===== src/rtl/seqdec_pkg.sv =====
package seqdec_pkg;

  localparam int unsigned INSTR_W = 16;
  localparam int unsigned REG_IW  = 3;
  localparam int unsigned FN_W    = 5;
  localparam int unsigned OFS_W   = 6;

  typedef enum logic [2:0] {
    CAT_ALU_R  = 3'b000,
    CAT_SHF_R  = 3'b001,
    CAT_LOAD   = 3'b010,
    CAT_ALU_I  = 3'b011,
    CAT_STORE  = 3'b100,
    CAT_SHF_I  = 3'b101,
    CAT_BRANCH = 3'b110,
    CAT_JUMP   = 3'b111
  } cat_e;

  typedef enum logic [2:0] {
    CND_NEG    = 3'b000,
    CND_NNEG   = 3'b001,
    CND_CARRY  = 3'b010,
    CND_ZERO   = 3'b011,
    CND_NZERO  = 3'b100,
    CND_OVF    = 3'b101,
    CND_NOVF   = 3'b110,
    CND_NCARRY = 3'b111
  } cond_e;

  typedef struct packed {
    logic            use_const;
    logic [FN_W-1:0] fn;
    logic            load_sel;
    logic            reg_we;
    logic            mem_we;
    logic            is_branch;
    logic            is_jump;
  } dec_t;

endpackage


===== src/rtl/seqdec_fields.sv =====
module seqdec_fields
  import seqdec_pkg::*;
#(
  parameter int unsigned DATA_W = 16,
  parameter int unsigned PC_W   = 16
) (
  input  logic [INSTR_W-1:0] instr,
  output cat_e               cat,
  output logic [3:0]         opc_lo,
  output logic [REG_IW-1:0]  dst,
  output logic [REG_IW-1:0]  srca,
  output logic [REG_IW-1:0]  srcb,
  output logic [DATA_W-1:0]  const_ext,
  output logic [PC_W-1:0]    offset_ext
);

  logic [OFS_W-1:0] ofs_raw;

  assign cat     = cat_e'(instr[15:13]);
  assign opc_lo  = instr[12:9];
  assign dst     = instr[8:6];
  assign srca    = instr[5:3];
  assign srcb    = instr[2:0];
  // split offset: high half shares the destination slot, low half the B slot
  assign ofs_raw = {instr[8:6], instr[2:0]};

  generate
    if (DATA_W > REG_IW) begin : g_const_sext
      assign const_ext = {{(DATA_W-REG_IW){instr[2]}}, instr[2:0]};
    end else begin : g_const_trunc
      assign const_ext = instr[DATA_W-1:0];
    end

    if (PC_W > OFS_W) begin : g_ofs_sext
      assign offset_ext = {{(PC_W-OFS_W){ofs_raw[OFS_W-1]}}, ofs_raw};
    end else begin : g_ofs_trunc
      // modulo arithmetic: low bits carry the full offset
      assign offset_ext = ofs_raw[PC_W-1:0];
    end
  endgenerate

endmodule


===== src/rtl/seqdec_ctrl_dec.sv =====
module seqdec_ctrl_dec
  import seqdec_pkg::*;
(
  input  cat_e       cat,
  input  logic [3:0] opc_lo,
  output dec_t       dec
);

  always_comb begin
    dec = '0;
    unique case (cat)
      CAT_ALU_R: begin
        dec.fn     = {1'b0, opc_lo};
        dec.reg_we = 1'b1;
      end
      CAT_SHF_R: begin
        dec.fn     = {1'b1, opc_lo};
        dec.reg_we = 1'b1;
      end
      CAT_LOAD: begin
        dec.load_sel = 1'b1;
        dec.reg_we   = 1'b1;
      end
      CAT_ALU_I: begin
        dec.fn        = {1'b0, opc_lo};
        dec.use_const = 1'b1;
        dec.reg_we    = 1'b1;
      end
      CAT_STORE: begin
        dec.mem_we    = 1'b1;
        dec.use_const = opc_lo[0];
      end
      CAT_SHF_I: begin
        dec.fn        = {1'b1, opc_lo};
        dec.use_const = 1'b1;
        dec.reg_we    = 1'b1;
      end
      CAT_BRANCH: dec.is_branch = 1'b1;
      CAT_JUMP:   dec.is_jump   = 1'b1;
      default:    dec = '0;
    endcase
  end

endmodule


===== src/rtl/seqdec_cond.sv =====
module seqdec_cond
  import seqdec_pkg::*;
(
  input  logic [2:0] cond_code,
  input  logic       flag_v,
  input  logic       flag_c,
  input  logic       flag_n,
  input  logic       flag_z,
  output logic       taken
);

  always_comb begin
    unique case (cond_e'(cond_code))
      CND_NEG:    taken = flag_n;
      CND_NNEG:   taken = !flag_n;
      CND_CARRY:  taken = flag_c;
      CND_ZERO:   taken = flag_z;
      CND_NZERO:  taken = !flag_z;
      CND_OVF:    taken = flag_v;
      CND_NOVF:   taken = !flag_v;
      CND_NCARRY: taken = !flag_c;
      default:    taken = 1'b0;
    endcase
  end

endmodule


===== src/rtl/seqdec_pc.sv =====
module seqdec_pc #(
  parameter int unsigned PC_W    = 16,
  parameter int unsigned SYNC_ST = 2
) (
  input  logic            clk,
  input  logic            rst_n,
  input  logic            rel_sel,
  input  logic [PC_W-1:0] offset,
  output logic [PC_W-1:0] pc,
  output logic            core_rst_n
);

  logic [SYNC_ST-1:0] sync_q;
  logic [PC_W-1:0]    pc_q;
  logic [PC_W-1:0]    pc_d;
  logic [PC_W-1:0]    step;
  logic               pc_en;

  // reset synchronizer: asserts at once, deasserts after SYNC_ST edges
  always_ff @(posedge clk or negedge rst_n) begin
    if (!rst_n) sync_q <= '0;
    else        sync_q <= {sync_q[SYNC_ST-2:0], 1'b1};
  end

  assign core_rst_n = sync_q[SYNC_ST-1];

  always_comb begin
    step  = rel_sel ? offset : PC_W'(1);
    pc_d  = pc_q + step;
    pc_en = core_rst_n;
  end

  always_ff @(posedge clk or negedge core_rst_n) begin
    if (!core_rst_n)  pc_q <= '0;
    else if (pc_en)   pc_q <= pc_d;
  end

  assign pc = pc_q;

endmodule


===== src/rtl/seqdec_top.sv =====
module seqdec_top
  import seqdec_pkg::*;
#(
  parameter int unsigned DATA_W = 16,
  parameter int unsigned PC_W   = 16
) (
  input  logic              clk,
  input  logic              rst_n,
  input  logic [15:0]       imem_data,
  input  logic              flag_v,
  input  logic              flag_c,
  input  logic              flag_n,
  input  logic              flag_z,
  output logic [PC_W-1:0]   imem_addr,
  output logic [2:0]        dst_sel,
  output logic [2:0]        srca_sel,
  output logic [2:0]        srcb_sel,
  output logic              const_sel,
  output logic [4:0]        alu_fn,
  output logic              load_sel,
  output logic              reg_we,
  output logic              mem_we,
  output logic [DATA_W-1:0] const_val
);

  cat_e            cat;
  logic [3:0]      opc_lo;
  logic [PC_W-1:0] offset_ext;
  dec_t            dec;
  logic            cond_hit;
  logic            rel_sel;
  logic            core_rst_n;

  seqdec_fields #(.DATA_W(DATA_W), .PC_W(PC_W)) fields_i (
    .instr      (imem_data),
    .cat        (cat),
    .opc_lo     (opc_lo),
    .dst        (dst_sel),
    .srca       (srca_sel),
    .srcb       (srcb_sel),
    .const_ext  (const_val),
    .offset_ext (offset_ext)
  );

  seqdec_ctrl_dec dec_i (
    .cat    (cat),
    .opc_lo (opc_lo),
    .dec    (dec)
  );

  seqdec_cond cond_i (
    .cond_code (opc_lo[2:0]),
    .flag_v    (flag_v),
    .flag_c    (flag_c),
    .flag_n    (flag_n),
    .flag_z    (flag_z),
    .taken     (cond_hit)
  );

  assign rel_sel = dec.is_jump | (dec.is_branch & cond_hit);

  seqdec_pc #(.PC_W(PC_W)) pc_i (
    .clk        (clk),
    .rst_n      (rst_n),
    .rel_sel    (rel_sel),
    .offset     (offset_ext),
    .pc         (imem_addr),
    .core_rst_n (core_rst_n)
  );

  assign const_sel = dec.use_const;
  assign alu_fn    = dec.fn;
  assign load_sel  = dec.load_sel;
  assign reg_we    = dec.reg_we;
  assign mem_we    = dec.mem_we;

endmodule


===== config.mk =====
export PLATFORM = sky130hd
export DESIGN_NAME = seqdec_top
export DESIGN_NICKNAME = d
export VERILOG_FILES = /design/src/rtl/seqdec_pkg.sv /design/src/rtl/seqdec_fields.sv /design/src/rtl/seqdec_ctrl_dec.sv /design/src/rtl/seqdec_cond.sv /design/src/rtl/seqdec_pc.sv /design/src/rtl/seqdec_top.sv
export SDC_FILE = /design/constraint.sdc
export NUM_CORES = 1
export LEC_CHECK = 0
export BUFFER_PORTS_ARGS = -buffer_cell sky130_fd_sc_hd__buf_4
export CAP_MARGIN = 15
export CORE_UTILIZATION = 35
export DETAILED_ROUTE_END_ITERATION = 16
export GPL_TIMING_DRIVEN = 0
export PLACE_DENSITY = 0.72
export SYNTH_ARGS = -nofsm -noshare
export SYNTH_HDL_FRONTEND = slang
export SYNTH_SLANG_ARGS = --single-unit

===== constraint.sdc =====
create_clock -name clk -period 0.8 [get_ports clk]
set_input_delay 0.04 -clock clk [delete_from_list [all_inputs] [get_ports clk]]
set_output_delay 0.04 -clock clk [all_outputs]
set_load 0.05 [all_outputs]

After elaboration in Yosys (flattened, before gate mapping)
Index checks and enable logic that the tools add are counted.
{"block": "classes", "add_sub_neg": 1, "magnitude_cmp": 0, "reduce_logical": 10, "n_eq_ne": 14, "n_bitwise": 2, "n_shift": 0, "mul": 0, "n_mux": 9, "n_div": 0}
{"op": "$eq 3x3->1 const B", "count": 8}
{"op": "$add 16x16->16", "count": 1}
{"op": "$mux 16", "count": 1}
{"op": "$eq 3x2->1 const B", "count": 4}
{"op": "$pmux 5 s2", "count": 1}
{"op": "$pmux 1 s8", "count": 1}
{"op": "$eq 3x1->1 const B", "count": 2}
{"op": "$logic_not 3->1", "count": 2}
{"op": "$reduce_or 2->1", "count": 3}
{"op": "$mux 1", "count": 5}
{"op": "$reduce_or 5->1", "count": 1}
{"op": "$logic_not 1->1", "count": 4}
{"op": "$pmux 1 s2", "count": 1}
{"op": "$and 1x1->1", "count": 1}
{"op": "$or 1x1->1", "count": 1}
{"block": "totals", "ram_bits": 0, "output_inout_bits": 50, "ff_bits": 18, "n_memories": 0, "mem_bits_ro": 0, "elab_cells": 38, "latchBits": 0, "in_bits": 22}

Longest topological paths before layout
{"block": "logic_depth", "word_depth": 6, "ltp_mapped": 14, "ltp_nobuf": 14}

By module
From an unflattened synthesis, not the netlist that was laid out.
{"block": "unflattened", "cells_unflattened": 257, "hier_area_um2": 2263.4}
{"mod": "seqdec_pc", "cells_per_inst": 178, "n_inst": 1, "seq_area_each_um2": 450.4, "area_each_um2": 1670.4}
{"mod": "seqdec_fields", "cells_per_inst": 48, "n_inst": 1, "seq_area_each_um2": 0.0, "area_each_um2": 360.3}
{"mod": "seqdec_ctrl_dec", "cells_per_inst": 24, "n_inst": 1, "seq_area_each_um2": 0.0, "area_each_um2": 158.9}
{"mod": "seqdec_cond", "cells_per_inst": 6, "n_inst": 1, "seq_area_each_um2": 0.0, "area_each_um2": 66.3}
{"mod": "seqdec_top", "cells_per_inst": 1, "n_inst": 1, "seq_area_each_um2": 0.0, "area_each_um2": 7.5}

Worst setup path before layout
No wires, ideal clock.
{"block": "synth_timing", "path_type": "input to register", "from": "in imem_data[11]", "to": "reg pc_i.pc_q[15] (netlist: pc_i.pc[15])", "t_arrival_ns": 2.963, "setup_slack_ns": -2.308, "stages": 11, "n_path_buf": 0, "t_required_ns": 0.655, "setup_time_ns": 0.145, "path_cell_list": "mux4_2 a221oi_2 nand2_1 inv_1 ha_1 a211o_1 o311a_1 o22a_1 a31oi_1 mux2i_1 o32ai_1"}
{"block": "synth_via", "elab_chain_len": 6, "word_cells_on_any_way": 13, "classes_between": "1 x add/sub; 7 x eq/ne; 2 x mux; 2 x bitwise; 1 x reduce/logical"}
{"element": "start, declared", "line_no": "seqdec_top.sv:9", "rtl": "input logic [15:0] imem_data,"}
{"element": "$eq 3x3->1, or another cell as far along", "line_no": "seqdec_cond.sv:13", "rtl": "unique case (cond_e'(cond_code))"}
{"element": "$pmux 1 s8 (*)", "line_no": "seqdec_cond.sv:13"}
{"element": "$and 1x1->1 (*)", "line_no": "seqdec_top.sv:60", "rtl": "assign rel_sel = dec.is_jump | (dec.is_branch & cond_hit);"}
{"element": "$or 1x1->1 (*)", "line_no": "seqdec_top.sv:60"}
{"element": "$mux 16 (*)", "line_no": "seqdec_pc.sv:28", "rtl": "step = rel_sel ? offset : PC_W'(1);"}
{"element": "$add 16x16->16 (*)", "line_no": "seqdec_pc.sv:29", "rtl": "pc_d = pc_q + step;"}
{"element": "end signal, assigned", "line_no": "seqdec_pc.sv:35", "rtl": "else if (pc_en) pc_q <= pc_d;"}
{"element": "end, declared", "line_no": "seqdec_pc.sv:14", "rtl": "logic [PC_W-1:0] pc_q;"}
Every way passes the cells marked *; elsewhere a longest branch is shown, timed or not.
A chain may end at the register's enable or synchronous reset.

Final worst setup path
{"block": "layout_timing", "from": "in imem_data[11]", "to": "reg pc_i.pc_q[14] (netlist: pc_i.pc[14])"}
Same word-level chain as after synthesis.

==> flow_metrics.tcl <==
set metrics [dict create \
    io_pins 72 \
    final_hold_viol_count 0 \
    achievable-frequency_mhz 347 \
    cts-buffers-inserted 3 \
    design.core.area_sq_um 4850 \
    worst_path_largest_cell_delay_ns 0.51 \
    die_area_sq_um 5480 \
    drtPass1Iterations 4 \
    drt_iter0_drc 59 \
    synth.yosys.warnings 0 \
    crit_cells 15 \
    timing.rr.end "pc_i.pc[14]" \
    die_h_um 74.0 \
    vdd_ir_drop_max_mv 1.68 \
    crit_path_start "imem_data[11]" \
    crit_path_cell_trace "buf_8 -> mux4_2 -> a221oi_4 -> buf_6 -> nand2b_4 -> ha_4 -> inv_2 -> fa_2 -> nor2b_4 -> o31a_1 -> o41a_1 -> o221a_4 -> a31oi_4 -> xnor2_1 -> mux2_4" \
    pre_cts_ws_ns -2.56 \
    synthesis.area_sq_um 1820 \
    setup.worst_path.end "pc_i.pc[14]" \
    antenna-diode-count 0 \
    dp_hpwl_um 3350 \
    finalSetupViolations 32 \
    async_flop_share 1.00 \
    grt_first_pass_wirelength_um 7850 \
    min-delay-path-class "in -> async" \
    floorplan.initialDensity 0.374 \
    yosys_register_bits 18 \
    report.final.slew_viol_count 0 \
    mappedNetlistNets 240 \
    setup_slack_ns -2.09 \
    worst_setup_hold_path_clk_slew_ns 0.09 \
    place.gp.congestion 0.841 \
    power-per-cell-area_nw_per_um2 3060 \
    global_route.overflow_total 0 \
    tightest_slew_ns 0.635 \
    gate_count_after_technology_mapping 202 \
    worst_ep_required_time_ns 0.96 \
    cts_root_buffer "clkbuf_8" \
    antenna_found_initial 0 \
    grt_setup_unrepaired "yes" \
    slowest_stage "mux4_2" \
    ys_dominant_reg_cell "dfrtp_1" \
    via_count 1820 \
    static-leakage-power_nw 1.49 \
    critPathCaptureType "flip-flop" \
    num-fill-cells 394 \
    timing.slew.headroom 0.577 \
    synth-edff-count 0 \
    numPortBuffers 68 \
    startpoint_type "input pin" \
    clock_tree.buffer_depth 2 \
    clk_lat_worst_skew_ns 0.27 \
    cp_max_fo 3 \
    finalWorstPathRequiredPeriod_ns 2.89 \
    finish.net_count 332 \
    critical_path.n_buffers_inverters 3 \
    pin_count_of_the_biggest_net_entering_global_routing 20 \
    grt.total_usage 0.185 \
    post_synth.cell_area_avg_sq_um 8.99 \
    worst-r2r-setup-slack_ns -1.63 \
    via_count_of_the_first_global_routing_pass 1736 \
    yosys.cell_types.count 47 \
    drt_drc_violations_left 0 \
    worstReg2RegStart "pc_i.pc[0]" \
    failed_checks "setup timing" \
    min_period_over_period 3.61 \
    die_outline_width_um 74.0 \
    layout-area-overhead-vs-synth_pct 67.7 \
    crit_family "compound AO/OA/AOI/OAI gates" \
    finish.cell_count_without_fillers 360 \
    timing.reg2reg.worst_path_depth 10 \
    antenna_left 0 \
    postLayoutCoreUtil 0.628 \
    core.rowCount 25 \
    route.detailed.vias_per_inst 5.06 \
    clock_tree_from_tritoncts "built" \
    worstSetupPathType "in -> reg" \
    clock_sink_count 18 \
    h-tree-depth 1 \
    worst_ep_arrival_time_ns 3.05 \
    finalClockSkew_ns 0.0113 \
    place.detailed.instances 337 \
    routed_wirelength_um 5110 \
    route.detailed.wl_per_inst_um 14.2 \
    drv.max_cap_violation_count 0 \
    status "finished, violations left" \
    synth.yosys.seq_area_share 0.248 \
    share_of_final_layout_standard_cells_stronger_than_drive_strength_1 0.587 \
]
==> where the power goes <==
part,total [mW],internal [mW],switching (mW)
registers,1.83,1.33,0.497
logic,6.69,2.92,3.77
clock network,0.804,0.439,0.365
==> worst reg2reg max path, delay by kind of cell, from the launching register on <==
kind | cells | cell delay [ns]
mux | 1 | 0.25
xor+xnor | 1 | 0.08
simple gates | 1 | 0.05
compound gates | 4 | 1.07
buf+inv | 1 | 0.05
fa+ha+maj | 2 | 0.39
flops | 1 | 0.44
==> logic make-up after synthesis <==
logic type | Yosys count | synth area share
adder cells (fa/ha/maj) | 16 | 0.114
buffers and inverters | 41 | 0.136
AND/OR/NAND/NOR | 53 | 0.155
other | 1 | 0.00207
AO/OA/AOI/OAI | 51 | 0.207
flip-flops | 18 | 0.248
XOR/XNOR | 9 | 0.0434
multiplexers | 13 | 0.0930
==> per-layer routing <==
metal | part of all wire | vias to the layer above | GRT usage
met5 | 0 | - | 0
met4 | 0.017 | 0 | 0.0385
met3 | 0.066 | 9 | 0.0407
met2 | 0.53 | 67 | 0.332
met1 | 0.39 | 859 | 0.225
li1 | - | 885 | -
==> Yosys cell counts (2+ instances only) <==
| cell type | n | area [sq um] |
|---|---|---|
| xnor2_1 | 7 | 61.3 |
| mux2_2 | 6 | 67.6 |
| nor2_1 | 12 | 45.0 |
| xor2_1 | 2 | 17.5 |
| clkbuf_1 | 4 | 15.0 |
| o21a_1 | 3 | 22.5 |
| nand2b_1 | 3 | 18.8 |
| a211o_1 | 2 | 17.5 |
| a31oi_1 | 3 | 18.8 |
| a21o_1 | 4 | 30.0 |
| and2_1 | 5 | 31.3 |
| nand3_1 | 4 | 20.0 |
| nand4_1 | 2 | 12.5 |
| inv_1 | 12 | 45.0 |
| a21oi_1 | 10 | 50.1 |
| nand3b_1 | 2 | 15.0 |
| a211oi_1 | 5 | 37.5 |
| o21ai_0 | 11 | 55.1 |
| mux4_2 | 2 | 45.0 |
| ha_1 | 15 | 188 |
| o2bb2ai_1 | 2 | 17.5 |
| nor3b_1 | 2 | 15.0 |
| buf_4 | 25 | 188 |
| dfrtp_1 | 18 | 450 |
| nor2b_1 | 7 | 43.8 |
| nand2_1 | 11 | 41.3 |
| mux2i_1 | 3 | 30.0 |
==> registers in the layout, indices dropped and copies added (netlist names) <==
signal	count
pc_i.pc	16
pc_i.sync_q	2
==> cell type report <==
| type | count | area, sq um | share of cell area |
|---|---|---|---|
| repair buffers | 87 | 792 | 0.260 |
| multi-input cells | 143 | 1390 | 0.456 |
| plain buffers | 29 | 206 | 0.0678 |
| clock buffers | 4 | 55.1 | 0.0181 |
| well taps | 67 | 83.8 | 0.0275 |
| inverters | 12 | 62.6 | 0.0206 |
| flip-flops and latches | 18 | 457 | 0.150 |
==> how the worst min path moves through the flow <==
| stage | from | end | slack (ns) | cells past startpoint |
|---|---|---|---|---|
| 3_5_place_dp | rst_n | pc_i.sync_q[1] | -0.17 | 1 |
| 3_3_place_gp | rst_n | pc_i.sync_q[1] | -0.18 | 1 |
| 6_report | rst_n | pc_i.sync_q[1] | 0.12 | 2 |
| 4_1_cts | rst_n | pc_i.sync_q[1] | 0.09 | 2 |
| 5_1_grt | rst_n | pc_i.sync_q[1] | 0.11 | 2 |
| 2_1_floorplan | rst_n | pc_i.sync_q[0] | -0.26 | 0 |
==> timing repair <==
action / CTS / global route
hold buffers: 1 / 0
buffers inserted: 15 / 3
pin swaps: 17 / 6
endpoints found under the hold margin: 2 / 0
endpoints found under the setup margin: 52 / 36
gates resized for setup: 52 / 23
==> layout by cell type (no fill, tap or decap), drive strengths merged, types with 2 or more instances in the layout <==
cell     synthesis  final
buf             25    111
dfrtp           18     18
ha              15     15
nor2            12     12
inv             12     12
o21ai           12     12
nand2           11     11
a21oi           10     10
nor2b            8      8
mux2             8      8
clkbuf           4      8
xnor2            7      7
and2             5      5
a211oi           5      5
a21o             4      4
a31oi            4      4
nand3            4      4
o21a             3      3
mux2i            3      3
nand2b           3      3
mux4             2      2
nor3b            2      2
nand3b           2      2
a211o            2      2
xor2             2      2
nand4            2      2
o2bb2ai          2      2
==> metrics by stage <==
| stage | power [mW] | hold slack (ns) | area, sq um | setup TNS [ns] |
|---|---|---|---|---|
| 5_1_grt | 9.92 | 0.112 | 3040 | -29.63 |
| 6_report | 9.33 | 0.124 | 3040 | -27.18 |
| 3_5_place_dp | 7.33 | -0.173 | 2540 | -34.53 |
| 4_1_cts | 8.94 | 0.0873 | 2920 | -26.52 |
| 2_1_floorplan | 5.93 | -0.256 | 1940 | -26.82 |
| 3_3_place_gp | 7.24 | -0.178 | 2540 | -33.35 |
Power figures use the tool's default switching activity.
